--- src/rtl/lm_dma_engine.sv ---
module lm_dma_engine #(
  parameter int SM_AW = 32,
  parameter int LM_AW = 12,
  parameter int LEN_W = 16,
  parameter int DW    = 32
) (
  input  logic             clk,
  input  logic             rst_n,
  input  logic             mmio_wr,
  input  logic [2:0]       mmio_addr,
  input  logic [31:0]      mmio_wdata,
  output logic [31:0]      mmio_rdata,
  input  logic             sync_req,
  output logic             sync_stall,
  output logic             sm_req,
  output logic             sm_we,
  output logic             sm_lookup,
  output logic             sm_inval,
  output logic [SM_AW-1:0] sm_addr,
  output logic [DW-1:0]    sm_wdata,
  input  logic             sm_ack,
  input  logic [DW-1:0]    sm_rdata,
  output logic             lm_we,
  output logic [LM_AW-1:0] lm_addr,
  output logic [DW-1:0]    lm_wdata,
  input  logic [DW-1:0]    lm_rdata,
  output logic             dir_upd_valid,
  output logic [LM_AW-1:0] dir_upd_lm,
  output logic [SM_AW-1:0] dir_upd_sm,
  output logic             get_done,
  output logic [LM_AW-1:0] get_done_lm
);
  localparam logic [2:0] A_SRC  = 3'd0;
  localparam logic [2:0] A_DST  = 3'd1;
  localparam logic [2:0] A_LEN  = 3'd2;
  localparam logic [2:0] A_CMD  = 3'd3;
  localparam logic [2:0] A_STAT = 3'd4;
  localparam logic [LEN_W-1:0] ONE = LEN_W'(1);

  logic [31:0]      cfg_src, cfg_dst;
  logic [LEN_W-1:0] cfg_len, remain;
  logic [SM_AW-1:0] cur_sm;
  logic [LM_AW-1:0] cur_lm, buf_base;
  logic             busy, is_get, err, dir_q, done_q;

  wire cmd_hit = mmio_wr && (mmio_addr == A_CMD);
  wire cmd_get = (mmio_wdata == 32'd1);
  wire cmd_put = (mmio_wdata == 32'd2);
  wire cmd_ok  = !busy && (cfg_len != '0) && (cmd_get || cmd_put);
  wire beat    = busy && sm_ack;

  always_ff @(posedge clk or negedge rst_n) begin
    if (!rst_n) begin
      cfg_src  <= '0;
      cfg_dst  <= '0;
      cfg_len  <= '0;
      remain   <= '0;
      cur_sm   <= '0;
      cur_lm   <= '0;
      buf_base <= '0;
      busy     <= 1'b0;
      is_get   <= 1'b0;
      err      <= 1'b0;
      dir_q    <= 1'b0;
      done_q   <= 1'b0;
    end else begin
      dir_q  <= 1'b0;
      done_q <= 1'b0;
      if (mmio_wr) begin
        case (mmio_addr)
          A_SRC:   cfg_src <= mmio_wdata;
          A_DST:   cfg_dst <= mmio_wdata;
          A_LEN:   cfg_len <= mmio_wdata[LEN_W-1:0];
          A_STAT:  if (mmio_wdata[1]) err <= 1'b0;
          default: ;
        endcase
      end
      if (cmd_hit) begin
        if (cmd_ok) begin
          busy     <= 1'b1;
          is_get   <= cmd_get;
          remain   <= cfg_len;
          cur_sm   <= cmd_get ? cfg_src[SM_AW-1:0] : cfg_dst[SM_AW-1:0];
          cur_lm   <= cmd_get ? cfg_dst[LM_AW-1:0] : cfg_src[LM_AW-1:0];
          buf_base <= cfg_dst[LM_AW-1:0];
          dir_q    <= cmd_get;
        end else begin
          err <= 1'b1;
        end
      end
      if (beat) begin
        cur_sm <= cur_sm + 1'b1;
        cur_lm <= cur_lm + 1'b1;
        remain <= remain - ONE;
        if (remain == ONE) begin
          busy   <= 1'b0;
          done_q <= is_get;
        end
      end
    end
  end

  always_comb begin
    case (mmio_addr)
      A_SRC:   mmio_rdata = cfg_src;
      A_DST:   mmio_rdata = cfg_dst;
      A_LEN:   mmio_rdata = 32'(cfg_len);
      A_STAT:  mmio_rdata = {30'd0, err, busy};
      default: mmio_rdata = '0;
    endcase
  end

  assign sync_stall    = sync_req && busy;
  assign sm_req        = busy;
  assign sm_we         = busy && !is_get;
  assign sm_lookup     = busy && is_get;
  assign sm_inval      = busy && !is_get;
  assign sm_addr       = cur_sm;
  assign sm_wdata      = lm_rdata;
  assign lm_addr       = cur_lm;
  assign lm_we         = beat && is_get;
  assign lm_wdata      = sm_rdata;
  assign dir_upd_valid = dir_q;
  assign dir_upd_lm    = cur_lm;
  assign dir_upd_sm    = cur_sm;
  assign get_done      = done_q;
  assign get_done_lm   = buf_base;
endmodule

--- config.mk ---
export PLATFORM = sky130hd
export DESIGN_NAME = lm_dma_engine
export DESIGN_NICKNAME = d
export VERILOG_FILES = /design/src/rtl/lm_dma_engine.sv
export SDC_FILE = /design/constraint.sdc
export NUM_CORES = 1
export LEC_CHECK = 0
export ABC_AREA = 1
export BUFFER_PORTS_ARGS = -buffer_cell sky130_fd_sc_hd__buf_2
export CELL_PAD_IN_SITES_DETAIL_PLACEMENT = 0
export CELL_PAD_IN_SITES_GLOBAL_PLACEMENT = 1
export CORE_MARGIN = 2
export CORE_UTILIZATION = 30
export DETAILED_ROUTE_END_ITERATION = 12
export PLACE_DENSITY = 0.73
export SLEW_MARGIN = 20
export SYNTH_ARGS = -nofsm -noshare
export SYNTH_HDL_FRONTEND = slang
export SYNTH_SLANG_ARGS = --single-unit
export TNS_END_PERCENT = 100
--- constraint.sdc ---
create_clock -name clk -period 2.2 [get_ports clk]
set_clock_uncertainty 0.05 [all_clocks]
set_input_delay 0.22 -clock clk [delete_from_list [all_inputs] [get_ports clk]]
set_output_delay 0.22 -clock clk [all_outputs]
set_load 0.01 [all_outputs]
==> results.json, run 1 <==
{
  "min_period_ns": 2.137,
  "dpl.hpwl_um": 25470,
  "worstSetupPathType": "reg -> out",
  "cp-start-kind": "register",
  "grtUsageTotal": 0.1967,
  "fin_total_pwr_mw": 12.68,
  "drtIter0Drc": 719,
  "final_cell_mix": "nand2_1, buf_2, nand3_1, dfrtp_1, inv_1",
  "clkTransAtPathRegs_ns": 0.07,
  "final_antenna_net_count": 0,
  "endpoint": "lm_we",
  "start_util": 0.3030,
  "p_leak_nw": 6.055,
  "routedWlPerCell_um": 16.97,
  "ios": 308,
  "grt_pass1_wl_um": 53740,
  "num_rows": 67,
  "seqPwrFrac": 0.384,
  "port_buffers": 179,
  "drcViolationCount": 0,
  "r2r-end": "dir_upd_sm[20]",
  "rsz0062_at_grt": "false",
  "avgSynthCellArea_um2": 6.804,
  "required_ns": 1.93,
  "cellPowerDensity_nw_per_um2": 1105,
  "seq_area_frac_synth": 0.3896,
  "switching_share": 0.4331,
  "cts_buffers": 17,
  "clock_path_buffers": 2,
  "syn_to_final_growth_pct": 13.75,
  "drv_slew": 0,
  "fin_crit_sh": 0.9715,
  "cp-end-kind": "output port",
  "p_int_mw": 7.187,
  "drive_gt1_frac": 0.1748,
  "tns_ns": 0,
  "core_um2": 33280,
  "cts_sinks": 157,
  "relSlewSlack": 0.6613,
  "critPathArrivalTime_ns": 1.87,
  "critPathLaunch": "sm_req",
  "cap_viol_max_count": 0,
  "finalWirelength_um": 34100,
  "setup_viol": 0,
  "crit_fanout": 21,
  "syn_area_um2": 10080,
  "yosysWarningCount": 0,
  "grt_max_degree": 65,
  "htreeDepth": 4,
  "via_per_inst": 4.837,
  "dieArea_um2": 35090,
  "holdPathStages": 3,
  "rr_worst_depth": 11,
  "antenna_found_initial": 0,
  "cts_tree": "done",
  "syn_nets": 1590,
  "p_switching_mw": 5.492,
  "rrSetupSlack_ns": 0.22,
  "worstMarginPinSlew_ns": 0.5075,
  "outcome": "completed",
  "hold_viol_final": 0,
  "clockPowerShare": 0.248,
  "grt_overflow_total": 0,
  "dieHeight_um": 187.3,
  "clk_latency_ns": 0.45,
  "via_count": 9723,
  "synthCells": 1482,
  "grt_pass1_vias": 9102,
  "final_common_cell": "nand2_1",
  "place_congestion": 0.8701,
  "hp-class": "in -> reg",
  "die_w_um": 187.3,
  "ys_types": 33,
  "drt_pass1_iterations": 5,
  "ir_drop_uv": 496.6,
  "fmax_mhz": 467.9,
  "comb_power_share": 0.368,
  "synth_seq_cells": 157,
  "n_antenna_cell": 0,
  "worstReg2RegStart": "dir_upd_sm[0]",
  "root_buffer": "clkbuf_16",
  "final_nets": 1657
}
==> flip-flops by register name (all words and copies together) (netlist names) <==
register	flops
dir_upd_sm	32
dir_upd_lm	12
get_done_lm	12
get_done	1
dir_upd_valid	1
remain	16
cfg_len	16
cfg_src	32
is_get	1
cfg_dst	32
err	1
sm_req	1
==> what timing repair did <==
item	CTS	global route
setup buffers	0	0
hold buffers	3	0
hold endpoints to repair	45	0
setup endpoints to repair	0	2
gates resized for setup	0	2
==> metrics by stage <==
stage / util / setup slack, ns / std cells / hold WS [ns] / area [um^2]
finish: 0.3446 / 0.06281 / 2010 / 0.01707 / 11470
global placement: 0.3251 / 0.1970 / 1975 / 0.1418 / 10820
global route: 0.3446 / 0.008551 / 2010 / 0.01667 / 11470
detailed placement: 0.3251 / 0.2147 / 1975 / 0.1482 / 10820
CTS: 0.3445 / 0.05996 / 2010 / 0.001566 / 11460
floorplan: - / 0.4006 / 1482 / -0.1256 / 10080
==> critical path: stages (launching register included) <==
cell and delay, ns:
dfrtp_1 0.48, nand2_4 0.22, buf_4 0.27, nor2_1 0.25, buf_2 0.19
==> final cells by class <==
cell class | count | area, um^2
fillers | 3618 | 21810
multi-input cells | 1007 | 4522
flip-flops and latches | 157 | 3929
repair buffers | 221 | 1300
well taps | 448 | 560.5
inverters | 145 | 544.3
clock buffers | 17 | 425.4
clock inverters | 15 | 188.9
==> worst min path at each step <==
stage / start / slack [ns] / end
3_3_place_gp: rst_n / 0.14 / cfg_dst[10]
3_5_place_dp: rst_n / 0.15 / get_done_lm[11]
5_1_grt: mmio_wdata[27] / 0.02 / cfg_src[27]
2_1_floorplan: rst_n / -0.13 / cfg_dst[0]
6_report: mmio_wdata[27] / 0.02 / cfg_src[27]
4_1_cts: mmio_wdata[27] / 0.002 / cfg_src[27]
==> routing by layer <==
| metal | part of all wire | track usage |
|---|---|---|
| met5 | 0 | 0 |
| met4 | 0.019 | 0.06197 |
| met3 | 0.053 | 0.03096 |
| met2 | 0.44 | 0.2925 |
| met1 | 0.49 | 0.2905 |
==> Yosys cell counts, drive strengths merged <==
cell type  instances  area, um^2
a21oi             14       70.07
a31o               1       8.760
buf              135       960.9
clkbuf            38       142.6
clkinv             1       3.750
dfrtp            157        3929
ha                 4       50.05
inv              144       540.5
nand2            506        1904
nand3            174       870.8
nand3b            14       105.1
nand4              7       43.79
nor2             110       427.9
nor3               5       25.02
nor3b              2       15.01
nor4               1       6.260
o2111ai            2       17.52
o211ai             3       22.52
o21ai            117       585.6
o21bai             2       15.01
o221ai            11       96.34
o22ai             16       100.1
o31ai              2       15.01
or2                5       31.28
xnor2              1       8.760
xor2              10       87.58
==> logic make-up after synthesis <==
| logic type | synth area share |
|---|---|
| DFF | 0.3896 |
| and+or+nand+nor | 0.3401 |
| xor gates and xnor gates | 0.009554 |
| buffers and inverters | 0.1634 |
| adders and majority gates | 0.004964 |
| AOI/OAI and AO/OA | 0.09232 |
==> power by group through the flow <==
stage	sequential (mW)	combinational [mW]	clock [mW]
after floorplan	4.68	3.32	0
after global placement	4.91	4.64	0
after detailed placement	4.93	4.67	0
after CTS	4.87	4.69	3.22
after global routing	5.03	5.30	3.34
final	4.87	4.66	3.15
Note: power is estimated with default switching activity, not from simulation.
==> run 2: changes to the inputs <==
--- a/config.mk
+++ b/config.mk
@@ -13,6 +13,7 @@
 export CORE_UTILIZATION = 30
 export DETAILED_ROUTE_END_ITERATION = 12
 export PLACE_DENSITY = 0.73
+export RECOVER_POWER = 100
 export SLEW_MARGIN = 20
 export SYNTH_ARGS = -nofsm -noshare
 export SYNTH_HDL_FRONTEND = slang
==> run 2 against run 1 <==
Sequential share of layout area rose by 0.76 points. Die area did not move. Flip-flop and latch count did not move. Core utilization fell by 0.75 points. Clock-buffer cell count did not move. Sequential power barely moved. Final area fell by 2.2%. Register-to-register slack barely moved. Via count fell by 0.62%. Highest routed layer unchanged. Worst setup slack improved by 0.0019 ns. Wire length rose by 0.26%. Global-route usage did not move.
==> results.json, run 2 (synthesized netlist as in run 1, its figures left out) <==
{
  "port_buffers": 179,
  "crit_fanout": 21,
  "routedWlPerCell_um": 17.01,
  "cts_buffers": 17,
  "fin_total_pwr_mw": 12.47,
  "cellPowerDensity_nw_per_um2": 1111,
  "num_rows": 67,
  "dieHeight_um": 187.3,
  "required_ns": 1.93,
  "drcViolationCount": 0,
  "cts_tree": "done",
  "fin_crit_sh": 0.9706,
  "path_cells": "nand2_4 > buf_4 > nor2_1 > buf_2",
  "worstSetupPathType": "reg -> out",
  "hold_path_startpoint": "mmio_wdata[22]",
  "root_buffer": "clkbuf_16",
  "timing.hold.ws_ns": 0.01662,
  "comb_power_share": 0.355,
  "min_period_ns": 2.135,
  "critPathMaxStageDelay_ns": 0.48,
  "via_per_inst": 4.807,
  "dieArea_um2": 35090,
  "drtIter0Drc": 765,
  "worstReg2RegStart": "dir_upd_sm[0]",
  "tns_ns": 0,
  "via_count": 9663,
  "p_int_mw": 6.948,
  "clock_path_buffers": 2,
  "grt_overflow_total": 0,
  "cp-end-kind": "output port",
  "finalWirelength_um": 34190,
  "hp-class": "in -> reg",
  "start_util": 0.3030,
  "drv_slew": 0,
  "fmax_mhz": 468.3,
  "ios": 308,
  "place_congestion": 0.8701,
  "switching_share": 0.4427,
  "grt_pass1_wl_um": 53740,
  "num-fill-cells": 3691,
  "p_leak_nw": 5.491,
  "clockPowerShare": 0.252,
  "dpl.hpwl_um": 25470,
  "clkTransAtPathRegs_ns": 0.07,
  "whs_endpoint": "cfg_src[22]",
  "seqPwrFrac": 0.392,
  "setup_viol": 0,
  "syn_to_final_growth_pct": 11.27,
  "rrSetupSlack_ns": 0.22,
  "final_nets": 1657,
  "die_w_um": 187.3,
  "htreeDepth": 4,
  "worstMarginPinSlew_ns": 1.289,
  "relSlewSlack": 0.1403,
  "ir_drop_uv": 498.9,
  "r2r-end": "dir_upd_sm[20]",
  "final_antenna_net_count": 0,
  "critPathArrivalTime_ns": 1.87,
  "rsz0062_at_grt": "false",
  "grt_max_degree": 65,
  "cp-start-kind": "register",
  "n_antenna_cell": 0,
  "antenna_found_initial": 0,
  "cts_sinks": 157,
  "outcome": "completed",
  "drive_gt1_frac": 0.08131,
  "final_cell_mix": "nand2_1, nand3_1, dfrtp_1, clkbuf_1, inv_1",
  "grt_pass1_vias": 9102,
  "rr_worst_depth": 11,
  "p_switching_mw": 5.519,
  "hold_viol_final": 0,
  "slowest_stage": "dfrtp_1",
  "grtUsageTotal": 0.1967,
  "clk_latency_ns": 0.45,
  "core_um2": 33280,
  "holdPathStages": 3,
  "cap_viol_max_count": 0,
  "final_common_cell": "nand2_1",
  "drt_pass1_iterations": 5
}
==> run 2: cell count changes in the layout (fill, tap and decap cells not counted), sizes merged <==
cell,delta
buf,-156
clkbuf,+156
==> run 2: stage by stage <==
| step | setup WS (ns) | util | instance area, um^2 | instances |
|---|---|---|---|---|
| after floorplan | 0.4006 | - | 10080 | 1482 |
| after global routing | 0.008551 | 0.3371 | 11220 | 2010 |
| after global placement | 0.1970 | 0.3251 | 10820 | 1975 |
| after detailed placement | 0.2147 | 0.3251 | 10820 | 1975 |
| final | 0.06473 | 0.3371 | 11220 | 2010 |
| after CTS | 0.05996 | 0.3445 | 11460 | 2010 |
==> run 2: worst max-delay path: cells and delay by family (launching register included) <==
kind | cells | cell delay (ns)
flip-flops | 1 | 0.48
AND/OR/NAND/NOR | 2 | 0.47
buffers and inverters | 2 | 0.46
==> run 2: what timing repair did <==
| action | CTS | global route |
|---|---|---|
| setup buffers | 0 | 0 |
| endpoints found under the hold margin | 45 | 0 |
| hold buffers | 3 | 0 |
| resized for setup | 0 | 2 |
| setup endpoints to repair | 0 | 2 |
==> run 2: worst max-delay path by stage <==
stage / start / end / slack [ns] / cells after the start
floorplan: dir_upd_sm[0] / dir_upd_sm[24] / 0.40 / 12
global placement: mmio_wdata[18] / dir_upd_lm[6] / 0.20 / 13
detailed placement: dir_upd_sm[2] / dir_upd_sm[27] / 0.21 / 12
CTS: sm_req / lm_we / 0.06 / 4
global route: sm_req / lm_we / 0.009 / 4
finish: sm_req / lm_we / 0.06 / 4
==> run 2: cell type report <==
type / count / area, um^2 / share of cell area
clock buffers: 17 / 425.4 / 0.03792
clock inverters: 15 / 188.9 / 0.01684
inverters: 145 / 544.3 / 0.04851
multi-input cells: 1007 / 4522 / 0.4030
flip-flops and latches: 157 / 3929 / 0.3502
well taps: 448 / 560.5 / 0.04996
repair buffers: 221 / 1050 / 0.09357
==> run 2: power by group through the flow <==
stage | combinational (mW) | sequential [mW] | clock (mW)
after detailed placement | 4.67 | 4.93 | 0
final | 4.43 | 4.89 | 3.15
after global placement | 4.64 | 4.91 | 0
after CTS | 4.69 | 4.87 | 3.22
after floorplan | 3.32 | 4.68 | 0
after global routing | 5.06 | 5.05 | 3.34
==> run 2: routing by layer <==
metal / part of all wire / up-vias / wire length (um) / GRT usage
li1: - / 4756 / - / -
met1: 0.49 / 4563 / 16840 / 0.2905
met2: 0.43 / 302 / 14750 / 0.2925
met3: 0.057 / 42 / 1952 / 0.03096
met4: 0.019 / 0 / 639 / 0.06197
met5: 0 / - / 0 / 0
==> run 3: changes to the inputs <==
--- a/config.mk
+++ b/config.mk
@@ -12,7 +12,8 @@
 export CORE_MARGIN = 2
 export CORE_UTILIZATION = 30
 export DETAILED_ROUTE_END_ITERATION = 12
-export PLACE_DENSITY = 0.73
+export GPL_ROUTABILITY_DRIVEN = 0
+export PLACE_DENSITY = 0.71
 export RECOVER_POWER = 100
 export SLEW_MARGIN = 20
 export SYNTH_ARGS = -nofsm -noshare
==> run 3 against run 2 <==
Worst setup slack improved by 0.031 ns. Power rose by 1.1%. Core utilization rose by 0.14 points. Sequential power rose by 0.8%. First-iteration DRC count rose by 2.9%. Cell count rose by 0.15%. Highest routed layer unchanged. Maximum frequency rose by 1.5%. Clock power rose by 2%. Via count rose by 0.13%. Final area rose by 0.41%. The flow now finishes with violations (max-capacitance violations, max-slew violations). Non-clock buffer count rose by 3.
==> results.json, run 3 (synthesized netlist as in run 1, its figures left out) <==
{
  "grt_max_degree": 75,
  "dieHeight_um": 187.3,
  "num-fill-cells": 3725,
  "fmax_mhz": 475.2,
  "finalWirelength_um": 34270,
  "clkTransAtPathRegs_ns": 0.07,
  "ctsResizeCount": 0,
  "p_switching_mw": 5.534,
  "switching_share": 0.4391,
  "final_area_um2": 11270,
  "failed_checks": "max-capacitance violations, max-slew violations",
  "grt_pass1_wl_um": 53270,
  "port_buffers": 179,
  "tns_ns": 0,
  "start_util": 0.3030,
  "timing.hold.ws_ns": 0.01954,
  "via_count": 9676,
  "syn_to_final_growth_pct": 11.73,
  "cts_tree": "done",
  "required_ns": 1.93,
  "num_rows": 67,
  "antenna_found_initial": 0,
  "stdcell_count": 2013,
  "drive_gt1_frac": 0.08498,
  "n_antenna_cell": 0,
  "grt_overflow_total": 0,
  "fin_crit_sh": 0.9565,
  "comb_power_share": 0.354,
  "worstSetupPathType": "reg -> out",
  "grtUsageTotal": 0.1947,
  "drv_slew": 60,
  "hold_buffers": 2,
  "setup_viol": 0,
  "clockPowerShare": 0.255,
  "outcome": "complete, but fails checks",
  "die_w_um": 187.3,
  "cts_buffers": 17,
  "crit_fanout": 26,
  "clk_latency_ns": 0.43,
  "relSlewSlack": -0.08144,
  "drcViolationCount": 0,
  "cellPowerDensity_nw_per_um2": 1119,
  "root_buffer": "clkbuf_16",
  "ir_drop_uv": 627.0,
  "drtIter0Drc": 787,
  "routedWlPerCell_um": 17.02,
  "drt_pass1_iterations": 5,
  "worstMarginPinSlew_ns": 1.622,
  "htreeDepth": 4,
  "dieArea_um2": 35090,
  "cp-start-kind": "register",
  "pre_cts_ws_ns": 0.1702,
  "final_cell_mix": "nand2_1, nand3_1, dfrtp_1, clkbuf_1, inv_1",
  "cp-end-kind": "output port",
  "cap_viol_max_count": 1,
  "final_common_cell": "nand2_1",
  "dpl.hpwl_um": 25660,
  "cts_sinks": 157,
  "grt_pass1_vias": 9018,
  "p_int_mw": 7.068,
  "hold_viol_final": 0,
  "timing.final.ws_setup_ns": 0.09563,
  "cts_setup_buffers": 0,
  "final_nets": 1660,
  "via_per_inst": 4.807,
  "rsz0062_at_grt": "false",
  "clock_path_buffers": 2,
  "ios": 308,
  "final_antenna_net_count": 0,
  "hp-class": "in -> reg",
  "core_um2": 33280,
  "min_period_ns": 2.104,
  "placedCellCount": 1979,
  "p_leak_nw": 5.531,
  "seqPwrFrac": 0.391,
  "place_area_um2": 10850,
  "critPathArrivalTime_ns": 1.83
}
run 3: power by group through the flow:
stage	Clock, mW	Combinational, mW	Sequential (mW)
finish	3.21	4.46	4.93
global placement	0	4.68	4.92
floorplan	0	3.32	4.68
CTS	3.25	4.73	4.91
detailed placement	0	4.70	4.96
global route	3.37	5.06	5.08
run 3: worst paths after layout:
kind                                startpoint              to  slack [ns]  cells after the start
min in group asynchronous                rst_n      cfg_dst[7]        0.70                      2
worst max-delay path                    sm_req           lm_we         0.1                      4
worst min-delay path            mmio_wdata[17]     cfg_dst[17]        0.02                      3
worst min register to register      cfg_dst[4]      cfg_dst[4]        0.43                      2
worst max register to register   dir_upd_sm[0]  dir_upd_sm[18]        0.19                     10
max in group asynchronous                rst_n      cfg_len[5]        0.31                      3
run 3: critical path, stage by stage (launching register included):
cell	delay (ns)
dfrtp_1	0.48
nand2_4	0.14
clkbuf_4	0.32
nor2_1	0.28
buf_2	0.18
run 3: metrics by stage:
stage               total power [mW]    util
finish                         12.60  0.3385
global route                   13.52  0.3385
CTS                            12.88  0.3455
detailed placement             9.661  0.3260
global placement               9.604  0.3260
floorplan                      8.003       -
run 3: cell type report:
cell class                 count  area, um^2  share of cell area
timing repair buffer         224        1087             0.09651
multi-input combinational   1007        4517              0.4009
clock buffer                  17       425.4             0.03776
tap                          448       560.5             0.04976
sequential                   157        3929              0.3487
inverter                     145       544.3             0.04831
clock inverter                15       202.7             0.01799
run 3: layer usage:
layer,vias up,global-route usage,routed length (um)
met5,-,0,0
met3,46,0.02420,1837
met1,4549,0.2933,17130
met4,0,0.06013,677
met2,320,0.2880,14620
li1,4761,-,-
